`src/rtl/adc_seq_pkg.sv`:
```
package adc_seq_pkg;
  typedef enum logic [1:0] {
    RX_WAIT = 2'd0,
    RX_HIGH = 2'd1,
    RX_LOW  = 2'd2
  } rx_state_t;
endpackage

```
`src/rtl/adc_pin_sync.sv`:
```
module adc_pin_sync #(
  parameter int STAGES = 2
) (
  input  logic clk,
  input  logic rst,
  input  logic pin_in,
  output logic pin_s,
  output logic pin_fall
);
  logic [STAGES:0] chain;

  always_ff @(posedge clk) begin
    if (rst) chain <= '1;
    else     chain <= {chain[STAGES-1:0], pin_in};
  end

  assign pin_s    = chain[STAGES-1];
  assign pin_fall = chain[STAGES] & ~chain[STAGES-1];
endmodule

```
`src/rtl/adc_serial_rx.sv`:
```
module adc_serial_rx
  import adc_seq_pkg::*;
#(
  parameter int DATA_W   = 24,
  parameter int SCLK_DIV = 6
) (
  input  logic              clk,
  input  logic              rst,
  input  logic              pin_s,
  input  logic              pin_fall,
  output logic              sclk,
  output logic              rx_idle,
  output logic              rx_done,
  output logic [DATA_W-1:0] rx_word
);
  localparam int DIV_W = $clog2(SCLK_DIV + 1);
  localparam int BIT_W = $clog2(DATA_W + 2);
  localparam logic [DIV_W-1:0] DIV_LAST = DIV_W'(SCLK_DIV - 1);
  localparam logic [BIT_W-1:0] BIT_LAST = BIT_W'(DATA_W);

  rx_state_t         state;
  logic [DIV_W-1:0]  div_cnt;
  logic [BIT_W-1:0]  bit_cnt;
  logic              sclk_r;
  logic              done_r;
  logic [DATA_W-1:0] shreg;

  always_ff @(posedge clk) begin
    if (rst) begin
      state   <= RX_WAIT;
      div_cnt <= '0;
      bit_cnt <= '0;
      sclk_r  <= 1'b0;
      done_r  <= 1'b0;
      shreg   <= '0;
    end else begin
      done_r <= 1'b0;
      case (state)
        RX_WAIT: if (pin_fall) begin
          state   <= RX_HIGH;
          sclk_r  <= 1'b1;
          div_cnt <= '0;
          bit_cnt <= '0;
        end
        RX_HIGH: if (div_cnt == DIV_LAST) begin
          div_cnt <= '0;
          sclk_r  <= 1'b0;
          state   <= RX_LOW;
          if (bit_cnt < BIT_LAST) shreg <= {shreg[DATA_W-2:0], pin_s};
        end else begin
          div_cnt <= div_cnt + 1'b1;
        end
        RX_LOW: if (div_cnt == DIV_LAST) begin
          div_cnt <= '0;
          if (bit_cnt == BIT_LAST) begin
            state  <= RX_WAIT;
            done_r <= 1'b1;
          end else begin
            bit_cnt <= bit_cnt + 1'b1;
            sclk_r  <= 1'b1;
            state   <= RX_HIGH;
          end
        end else begin
          div_cnt <= div_cnt + 1'b1;
        end
        default: state <= RX_WAIT;
      endcase
    end
  end

  assign sclk    = sclk_r;
  assign rx_idle = (state == RX_WAIT);
  assign rx_done = done_r;
  assign rx_word = shreg;

  AST_SCLK_LOW_WAITING: assert property (@(posedge clk) disable iff (rst)
    (state == RX_WAIT) |-> !sclk_r);
  AST_BIT_BOUND: assert property (@(posedge clk) disable iff (rst)
    bit_cnt <= BIT_LAST);
  AST_SCLK_MIN_HIGH: assert property (@(posedge clk) disable iff (rst)
    $rose(sclk_r) |=> sclk_r);
  AST_DONE_AFTER_LAST_LOW: assert property (@(posedge clk) disable iff (rst)
    done_r |-> ($past(state) == RX_LOW && $past(bit_cnt) == BIT_LAST));
endmodule

```
`src/rtl/adc_settle_ctrl.sv`:
```
module adc_settle_ctrl #(
  parameter int DATA_W   = 24,
  parameter int SETTLE_N = 3
) (
  input  logic              clk,
  input  logic              rst,
  input  logic              alt_en,
  input  logic              rx_done,
  input  logic [DATA_W-1:0] rx_word,
  output logic              chan_sel,
  output logic              gain_sel,
  output logic              smp_valid,
  output logic [DATA_W-1:0] smp_data,
  output logic              smp_chan
);
  localparam int CNT_W = $clog2(SETTLE_N + 1);
  localparam logic [CNT_W-1:0] DISCARD_INIT = CNT_W'(SETTLE_N);

  logic              chan_r;
  logic [CNT_W-1:0]  discard;
  logic              valid_r;
  logic [DATA_W-1:0] data_r;
  logic              tag_r;

  always_ff @(posedge clk) begin
    if (rst) begin
      chan_r  <= 1'b0;
      discard <= DISCARD_INIT;
      valid_r <= 1'b0;
      data_r  <= '0;
      tag_r   <= 1'b0;
    end else begin
      valid_r <= 1'b0;
      if (rx_done) begin
        if (discard != '0) begin
          discard <= discard - 1'b1;
        end else begin
          valid_r <= 1'b1;
          data_r  <= rx_word;
          tag_r   <= chan_r;
          if (alt_en) begin
            chan_r  <= ~chan_r;
            discard <= DISCARD_INIT;
          end
        end
      end
    end
  end

  assign chan_sel  = chan_r;
  assign gain_sel  = ~chan_r;
  assign smp_valid = valid_r;
  assign smp_data  = data_r;
  assign smp_chan  = tag_r;

  AST_VALID_ONLY_SETTLED: assert property (@(posedge clk) disable iff (rst)
    valid_r |-> ($past(discard) == '0));
  AST_SWITCH_RELOADS: assert property (@(posedge clk) disable iff (rst)
    (valid_r && chan_r != tag_r) |-> (discard == DISCARD_INIT));
  AST_VALID_ONE_CYCLE: assert property (@(posedge clk) disable iff (rst)
    valid_r |=> !valid_r);
  AST_CHAN_MOVES_WITH_VALID: assert property (@(posedge clk) disable iff (rst)
    !$stable(chan_r) |-> valid_r);
  AST_HOLD_WHEN_FIXED: assert property (@(posedge clk) disable iff (rst)
    (valid_r && !$past(alt_en)) |-> (chan_r == tag_r));
endmodule

```
`src/rtl/adc_readout_seq.sv`:
```
module adc_readout_seq #(
  parameter int DATA_W       = 24,
  parameter int SCLK_DIV     = 6,
  parameter int SYNC_STAGES  = 2,
  parameter int SETTLE_N     = 3,
  parameter int CONV_CYC     = 1000,
  parameter int SETTLE_ALLOW = 100
) (
  input  logic              clk,
  input  logic              rst,
  input  logic              alt_en,
  input  logic              drdy_dout,
  output logic              sclk,
  output logic              chan_sel,
  output logic              gain_sel,
  output logic              smp_valid,
  output logic [DATA_W-1:0] smp_data,
  output logic              smp_chan,
  output logic              timeout_err
);
  localparam int TIMEOUT = CONV_CYC + (CONV_CYC * 3 + 99) / 100 + SETTLE_ALLOW;
  localparam int WD_W    = $clog2(TIMEOUT + 1);
  localparam logic [WD_W-1:0] WD_LAST = WD_W'(TIMEOUT - 1);

  logic              pin_s, pin_fall;
  logic              rx_idle, rx_done;
  logic [DATA_W-1:0] rx_word;
  logic [WD_W-1:0]   wd_cnt;
  logic              wd_err;

  adc_pin_sync #(.STAGES(SYNC_STAGES)) u_sync (
    .clk(clk), .rst(rst), .pin_in(drdy_dout), .pin_s(pin_s), .pin_fall(pin_fall)
  );

  adc_serial_rx #(.DATA_W(DATA_W), .SCLK_DIV(SCLK_DIV)) u_rx (
    .clk(clk), .rst(rst), .pin_s(pin_s), .pin_fall(pin_fall), .sclk(sclk),
    .rx_idle(rx_idle), .rx_done(rx_done), .rx_word(rx_word)
  );

  adc_settle_ctrl #(.DATA_W(DATA_W), .SETTLE_N(SETTLE_N)) u_settle (
    .clk(clk), .rst(rst), .alt_en(alt_en), .rx_done(rx_done), .rx_word(rx_word),
    .chan_sel(chan_sel), .gain_sel(gain_sel), .smp_valid(smp_valid),
    .smp_data(smp_data), .smp_chan(smp_chan)
  );

  always_ff @(posedge clk) begin
    if (rst) begin
      wd_cnt <= '0;
      wd_err <= 1'b0;
    end else begin
      wd_err <= 1'b0;
      if (!rx_idle || pin_fall) begin
        wd_cnt <= '0;
      end else if (wd_cnt == WD_LAST) begin
        wd_cnt <= '0;
        wd_err <= 1'b1;
      end else begin
        wd_cnt <= wd_cnt + 1'b1;
      end
    end
  end

  assign timeout_err = wd_err;

  AST_WD_ONLY_WAITING: assert property (@(posedge clk) disable iff (rst)
    timeout_err |-> $past(rx_idle));
  AST_WD_PULSE: assert property (@(posedge clk) disable iff (rst)
    timeout_err |=> !timeout_err);
  AST_READ_NEEDS_EDGE: assert property (@(posedge clk) disable iff (rst)
    ($rose(sclk) && $past(rx_idle)) |-> $past(pin_fall));
endmodule

```
`config.mk`:
```
export PLATFORM = sky130hd
export DESIGN_NAME = adc_readout_seq
export DESIGN_NICKNAME = d
export VERILOG_FILES = /design/src/rtl/adc_seq_pkg.sv /design/src/rtl/adc_pin_sync.sv /design/src/rtl/adc_serial_rx.sv /design/src/rtl/adc_settle_ctrl.sv /design/src/rtl/adc_readout_seq.sv
export SDC_FILE = /design/constraint.sdc
export NUM_CORES = 1
export LEC_CHECK = 0
export CAP_MARGIN = 20
export CORE_MARGIN = 1
export CORE_UTILIZATION = 41
export DETAILED_ROUTE_END_ITERATION = 6
export DONT_BUFFER_PORTS = 1
export SYNTH_ARGS = -nofsm -noshare
export SYNTH_HDL_FRONTEND = slang
export SYNTH_SLANG_ARGS = --single-unit
```
`constraint.sdc`:
```
create_clock -name clk -period 2.1 [get_ports clk]
set_clock_uncertainty 0.05 [all_clocks]
set_input_delay 0.21 -clock clk [delete_from_list [all_inputs] [get_ports clk]]
set_output_delay 0.21 -clock clk [all_outputs]
set_load 0.05 [all_outputs]
```
# Word level (Yosys, flattened, before mapping)
# Cells that the tools add are included.
[op_classes] add_sub_neg=4 n_lt_le_gt_ge=1 n_eq_ne=9 mux=22 n_bitwise=7 n_reduce_logical=21
[op_table] operator="$mux 5" n=3
[op_table] operator="$add 11x1->11 const B" n=1
[op_table] operator="$eq 11x11->1 const B" n=1
[op_table] operator="$mux 2" n=5
[op_table] operator="$pmux 5 s2" n=1
[op_table] operator="$reduce_and 3->1" n=3
[op_table] operator="$mux 1" n=8
[op_table] operator="$reduce_bool 2->1" n=4
[op_table] operator="$mux 3" n=2
[op_table] operator="$not 1->1" n=6
[op_table] operator="$pmux 2 s3" n=1
[op_table] operator="$pmux 3 s2" n=1
[op_table] operator="$reduce_and 2->1" n=3
[op_table] operator="$reduce_or 2->1" n=3
[op_table] operator="$reduce_or 3->1" n=2
[op_table] operator="$add 5x1->5 const B" n=1
[op_table] operator="$eq 5x5->1 const B" n=1
[op_table] operator="$lt 5x5->1 const B" n=1
[op_table] operator="$reduce_and 5->1" n=1
[op_table] operator="$ne 2x1->1 const B" n=2
[op_table] operator="$ne 2x2->1 const B" n=2
[op_table] operator="$reduce_and 4->1" n=1
[op_table] operator="$add 3x1->3 const B" n=1
[op_table] operator="$eq 3x3->1 const B" n=1
[op_table] operator="9 further kinds" n=9
[totals] reg_bits=80

# Logic depth before layout (Yosys ltp)
# Gate-level depths: netlist of the first run.
[depth] depth_word=4 ltp_mapped=8 ltp_nobuf=6

# By module
# A second synthesis of the first run with hierarchy kept.
[hier_totals] hier_cells=380 hier_area_um2=3239.4
[modules_own_cells] module="adc_serial_rx" n_inst=1 cells_per_inst=185 area_each_um2=1541.5 seq_area_each_um2=720.7
[modules_own_cells] module="adc_settle_ctrl" n_inst=1 cells_per_inst=130 area_each_um2=1072.3 seq_area_each_um2=580.6
[modules_own_cells] module="adc_readout_seq" n_inst=1 cells_per_inst=58 area_each_um2=540.5 seq_area_each_um2=240.2
[modules_own_cells] module="adc_pin_sync" n_inst=1 cells_per_inst=7 area_each_um2=85.1 seq_area_each_um2=60.1

# Least setup slack after synthesis of the first run
# No wires, ideal clock.
[synth_path] path_type="flip-flop to flip-flop" startpoint="reg wd_cnt[8]" endpoint="reg wd_cnt[7]" setup_time_ns=0.115 t_arrival_ns=1.504 required_time_ns=1.935 setup_slack_ns=0.432 path_stages_with_launch=6 path_buffers=1 path_cell_list="dfxtp_1 > or4b_1 > or4_4 > nand3b_2 > buf_6 > nor2_1"
[synth_via] elab_chain_len=2
[synth_rtl] element="start, declared" line="adc_readout_seq.sv:28" rtl="logic [WD_W-1:0] wd_cnt;"
[synth_rtl] element="start signal, assigned" line="adc_readout_seq.sv:58" rtl="wd_cnt <= wd_cnt + 1'b1;"
[synth_rtl] element="$eq 11x11->1" line="adc_readout_seq.sv:54" rtl="end else if (wd_cnt == WD_LAST) begin"
[synth_rtl] element="$reduce_or 3->1 (no source line)"
# No other way between the ends.
# A chain may end at the register's enable or synchronous reset.

# Worst setup path after layout of the first run
[layout_path] startpoint="reg u_rx.bit_cnt[0]" endpoint="reg u_rx.bit_cnt[0]"
[layout_via] elab_chain_len=4 word_cells_on_any_way=7 cone_classes="add/sub (1); eq/ne (2); mux (3); reduce/logical (1)"
[layout_rtl] element="start, declared" line="adc_serial_rx.sv:23" rtl="logic [BIT_W-1:0] bit_cnt;"
[layout_rtl] element="start signal, assigned" line="adc_serial_rx.sv:59" rtl="bit_cnt <= bit_cnt + 1'b1;"
[layout_rtl] element="$add 5x1->5" line="adc_serial_rx.sv:59"
[layout_rtl] element="$mux 5" line="adc_serial_rx.sv:55" rtl="if (bit_cnt == BIT_LAST) begin"
[layout_rtl] element="$mux 5" line="adc_serial_rx.sv:53" rtl="RX_LOW: if (div_cnt == DIV_LAST) begin"
[layout_rtl] element="$pmux 5 s2" line="adc_serial_rx.sv:38" rtl="case (state)"
# Parallel ways exist; a longest one is shown, timed or not. The select of a mux whose other input is x is not followed.

==> results.cfg, run 1 <==
[yosys]
synth_edf_count = 0
synth_top_area_share_pct = 50.5
syn_avg_cell_area_um2 = 8.24
syn-num-nets = 399
async_reset_ff_share_pct = 0
ys_ff_latch = 80
synth_seq_area_share_pct = 50.5
synthFlopType = dfxtp_1
syn_area_mm2 = 0.00317
ys_types = 42
synth_common_cells = nand2_1 (111), dfxtp_1 (80), a21oi_1 (57), nor2_1 (19), clkbuf_1 (17)
yosysTopAreaCell = dfxtp_1
ys_warn_count = 0
synthTopCellsByArea = dfxtp_1 (51%), nand2_1 (13%), a21oi_1 (9.0%)
synth_cells = 385
post-synth-top-count-cell = nand2_1

[placement]
gp_congestion = 0.815
port_buffers = 0
hpwlAfterDp_um = 3710
place_area_mm2 = 0.00325

[floorplan]
die_y_um = 89.9
rows = 31
start_util_pct = 43.0
chipWidth_um = 89.9
die-area_mm2 = 0.00809
io_pins = 34
core_mm2 = 0.00737

[cells_and_area]
drive_above_1_share_pct = 7.46
stdcell_area_mm2 = 0.00351
antenna_cells = 0
final_nets = 398
area_delta_synth_final_pct = 10.9
fin_util_pct = 47.7
fillers = 727

[sta]
setup_viol = 0
grt_setup_unrepaired = false
period_minus_slack_ns = 1.81
worstMarginPinSlew_ns = 0.574
fin_crit_sh_pct = 86.3
tns_ns = 0
fmax_mhz = 552
final_hold_viol_count = 0
slew_headroom_pct = 61.7
maxSlewViolCount = 0

[worst_setup_path]
crit_type = register to register
cp.required_ns = 2.34
startpoint_type = register
endpoint_kind = register
worstPathArrival_ns = 2.05
cp_max_fo = 5

[flow_run]
maxCapViolations = 0

[pwr]
power_leakage_nw = 1.20
powerDensity_mw_per_mm2 = 843
vdd_drop_max_uv = 434

[detailed_routing]
post-route-drc-count = 0
wl_per_cell_um = 12.2
antenna_left = 0
drt-pass1-iter-count = 4
drt-vias-per-instance = 4.98
vias = 2432
drt_iter0_drc = 110
drt_wl_total_um = 5930

[cts]
cts.sinks = 80
cts_tree = yes
cts_made_buffers = 9
cts_resized = 0
ctsRootBufferMaster = clkbuf_8
clk_path_buf_depth = 2
path_clk_slew_ns = 0.08
clk_latency_ns = 0.34
h-tree-depth = 3

[global_routing]
grt_pass1_vias = 2265
grtUsageTotal_pct = 15.6
antenna_found_initial = 0
grt_pass1_wl_um = 10400
gr-total-overflow = 0
grt_max_degree = 64

[status]
status = complete, no violations

[hold_path]
hp-class = input pin to register
[critical path, stage by stage (launching register included)]
cell and delay, ns:
dfxtp_1 0.38, inv_1 0.06, ha_1 0.20, and4b_1 0.23
a2111oi_2 0.59, mux2_2 0.26
[through the flow]
stage / hold slack [ns] / worst slack, ns / cells / power (mW)
final: 0.0198 / 0.288 / 488 / 2.96
after global routing: 0.0199 / 0.0654 / 488 / 3.08
after CTS: 0.000323 / 0.271 / 488 / 3.00
after detailed placement: 0.238 / 0.292 / 469 / 1.73
after global placement: 0.238 / 0.360 / 469 / 1.72
after floorplan: 0.264 / 0.432 / 385 / 1.72
[kinds of logic after synthesis]
family                     after synthesis  share of synthesized area (%)
muxes                                    1                          0.355
DFF                                     80                           50.5
buffers and inverters                   31                           3.99
xor gates and xnor gates                10                           2.76
and+or+nand+nor                        174                           24.4
adders and majority gates               10                           3.95
AOI/OAI and AO/OA                       79                           14.0
[state kept, by name (all words and copies together), names as in the netlist]
name / count
u_rx.div_cnt: 3
u_sync.chain: 3
u_rx.rx_word: 24
u_rx.bit_cnt: 5
u_settle.smp_data: 24
u_settle.smp_valid: 1
timeout_err: 1
u_rx.state: 2
u_settle.smp_chan: 1
wd_cnt: 11
u_rx.sclk: 1
u_settle.discard: 2
u_settle.chan_sel: 1
u_rx.rx_done: 1
[path summary, 6_finish.rpt]
check / slack [ns] / start / cells past startpoint / to
setup / recovery: 0.29 / u_rx.bit_cnt[0] / 5 / u_rx.bit_cnt[0]
hold reg to reg: 0.39 / u_sync.chain[0] / 1 / u_sync.chain[1]
setup reg to reg: 0.29 / u_rx.bit_cnt[0] / 5 / u_rx.bit_cnt[0]
hold / removal: 0.02 / rst / 2 / u_rx.bit_cnt[4]
[metal layers]
layer  share of wire (%)  wire, um  vias to the layer above  track usage, %
met5                   0         0                        -               0
met1                  49      2910                     1103            19.6
met3                 4.4       260                        4            3.89
li1                    -         -                     1279               -
met2                  46      2710                       46            25.1
met4                0.88        52                        0            7.66
[final cells by class]
type,count,area (um^2),share of cell area (%)
clock buffers,10,128,3.63
clock inverters,6,92.6,2.63
inverters,11,41.3,1.17
multi-input cells,274,1440,41.0
flip-flops and latches,80,1600,45.6
well taps,99,124,3.52
repair buffers,8,85.1,2.42
[repair_timing]
action / in CTS / in global routing
endpoints found under the hold margin: 63 / 0
hold buffers: 3 / 0
setup buffers: 0 / 0
[layout by cell type (no fill, tap or decap), types with 2 or more instances in the layout]
cell type,instances
a211oi_1,3
nor2_1,19
dlygate4sd3_1,2
nand2_1,111
nand4_1,4
or2_2,4
bufinv_16,2
a21oi_1,57
buf_4,5
nand2b_1,7
nor3_1,7
dfxtp_1,80
inv_1,11
nand3b_1,2
nand3_1,7
and3_1,2
o21ai_0,8
clkinvlp_4,2
ha_1,10
clkbuf_8,9
xnor2_1,5
xor2_1,5
and2_1,2
[power breakdown]
| part | internal (mW) | leakage, nW | switching [mW] |
|---|---|---|---|
| Sequential | 1.53 | 0.646 | 0.0312 |
| Combinational | 0.0593 | 0.451 | 0.0916 |
| Clock | 0.676 | 0.103 | 0.572 |
Power figures use the tool's default switching activity.
==> inputs of run 2 (changes only) <==
--- a/config.mk
+++ b/config.mk
@@ -13,3 +13,4 @@
 export SYNTH_ARGS = -nofsm -noshare
 export SYNTH_HDL_FRONTEND = slang
 export SYNTH_SLANG_ARGS = --single-unit
+export TNS_END_PERCENT = 20
==> constraint.sdc (replaced) <==
create_clock -name clk -period 1.72 [get_ports clk]
set_clock_uncertainty 0.05 [all_clocks]
set_input_delay 0.172 -clock clk [delete_from_list [all_inputs] [get_ports clk]]
set_output_delay 0.172 -clock clk [all_outputs]
set_load 0.05 [all_outputs]
==> run 2 against run 1 <==
Compared with the run above:
- global-route usage rose by 0.61 points
- sequential share of layout area fell by 2.9 points
- register-to-register slack got worse by 0.24 ns
- clock power rose by 9%
- via count rose by 3.5%
- utilization rose by 3.3 points
- critical path depth fell by 1
- die area did not move
- worst setup slack got worse by 0.24 ns
- critical endpoint is now wd_cnt[10]
- largest power group unchanged
- highest routed layer unchanged
==> results.cfg, run 2 (same netlist as run 1, synthesis figures left out) <==
[status]
status = complete, no violations

[detailed_routing]
drt-vias-per-instance = 4.87
vias = 2516
drt_wl_total_um = 5890
drt_iter0_drc = 72
post-route-drc-count = 0
drt-pass1-iter-count = 4
wl_per_cell_um = 11.4
antenna_left = 0

[cells_and_area]
final_cells = 517
antenna_cells = 0
fin_util_pct = 51.0
final_common_cell = nand2_1
fillers = 747
layout_common_cells = nand2_1 (111), dfxtp_1 (79), a21oi_1 (57)
area_delta_synth_final_pct = 18.5
final_nets = 428
drive_above_1_share_pct = 15.1

[sta]
setup_viol = 0
fmax_mhz = 598
slew_headroom_pct = 66.2
final_hold_viol_count = 0
worstMarginPinSlew_ns = 0.506
period_minus_slack_ns = 1.67
fin_crit_sh_pct = 97.2
grt_setup_unrepaired = true
finalWorstSetupSlack_ns = 0.0486
tns_ns = 0
maxSlewViolCount = 0

[cts]
path_clk_slew_ns = 0.08
cts_made_buffers = 9
h-tree-depth = 3
postCtsSetupBuffers = 0
clk_latency_ns = 0.35
cts_tree = yes
ctsRootBufferMaster = clkbuf_8
clk_path_buf_depth = 2
cts.sinks = 80

[floorplan]
io_pins = 34
die_y_um = 89.9
die-area_mm2 = 0.00809
chipWidth_um = 89.9
core_mm2 = 0.00737
rows = 31
start_util_pct = 43.0

[pwr]
vdd_drop_max_uv = 567
p_total_mw = 3.49
powerDensity_mw_per_mm2 = 927
power_leakage_nw = 1.37

[hold_path]
hold_start = rst
hp-class = input pin to register

[placement]
port_buffers = 0
gp_congestion = 0.736
hpwlAfterDp_um = 3820
dp.cells = 499
dpl_worst_slack_ns = -0.0216

[flow_run]
maxCapViolations = 0

[global_routing]
antenna_found_initial = 0
grtUsageTotal_pct = 16.2
gr-total-overflow = 0
grt_pass1_wl_um = 10700
grt_pass1_vias = 2404
grt_max_degree = 69

[worst_setup_path]
cp-startpoint = wd_cnt[8]
endpoint_kind = register
cp_max_fo = 11
startpoint_type = register
crit_type = register to register
worstPathArrival_ns = 1.86
cp.required_ns = 1.91
crit-reg2reg-launch = wd_cnt[8]
## run 2: cell types whose count changed in the layout (fill, tap and decap cells not counted), sizes merged
cell,delta
buf,+30
clkinv,+3
clkinvlp,-2
bufinv,-1
inv,-1
## run 2: path summary, 6_finish.rpt
path,cells after the start,endpoint,slack (ns)
worst min register to register,1,u_sync.chain[1],0.40
worst max-delay path,4,wd_cnt[10],0.05
worst max register to register,4,wd_cnt[10],0.05
worst min-delay path,2,u_rx.bit_cnt[1],0.02
## run 2: metrics by stage
stage,hold slack (ns),area [um^2]
2_1_floorplan,0.226,3170
3_3_place_gp,0.202,3500
3_5_place_dp,0.204,3500
4_1_cts,0.00854,3750
5_1_grt,0.0109,3760
6_report,0.0227,3760
## run 2: per-layer routing
metal,wire [um],vias up,global-route usage [%]
li1,-,1334,-
met1,2910,1132,20.2
met2,2660,40,26.3
met3,218,10,4.48
met4,105,0,7.26
met5,0,-,0
## run 2: final cells by class
| class | instances | area (um^2) | area share (%) |
|---|---|---|---|
| Tap cell | 99 | 124 | 3.30 |
| Clock inverter | 5 | 57.6 | 1.53 |
| Clock buffer | 10 | 138 | 3.66 |
| Timing Repair Buffer | 38 | 335 | 8.92 |
| Multi-Input combinational cell | 274 | 1460 | 38.8 |
| Inverter | 11 | 41.3 | 1.10 |
| Sequential cell | 80 | 1600 | 42.6 |
## run 2: report_power, final
part	switching, mW	total [mW]	internal [mW]
Sequential	0.0135	1.89	1.87
Clock	0.660	1.36	0.702
Combinational	0.143	0.237	0.0940
## run 2: worst max-delay path, stage by stage, from the launching register on
cell and delay (ns):
dfxtp_2 0.33, or4b_1 0.52, or4_4 0.45, nand3b_4 0.16, nor2_1 0.06
## run 2: what timing repair did
action / 4_1_cts / 5_1_grt
endpoints found under the setup margin: 11 / 18
hold buffers: 3 / 0
gates resized for setup: 1 / 4
pin swaps: 0 / 2
endpoints found under the hold margin: 67 / 0
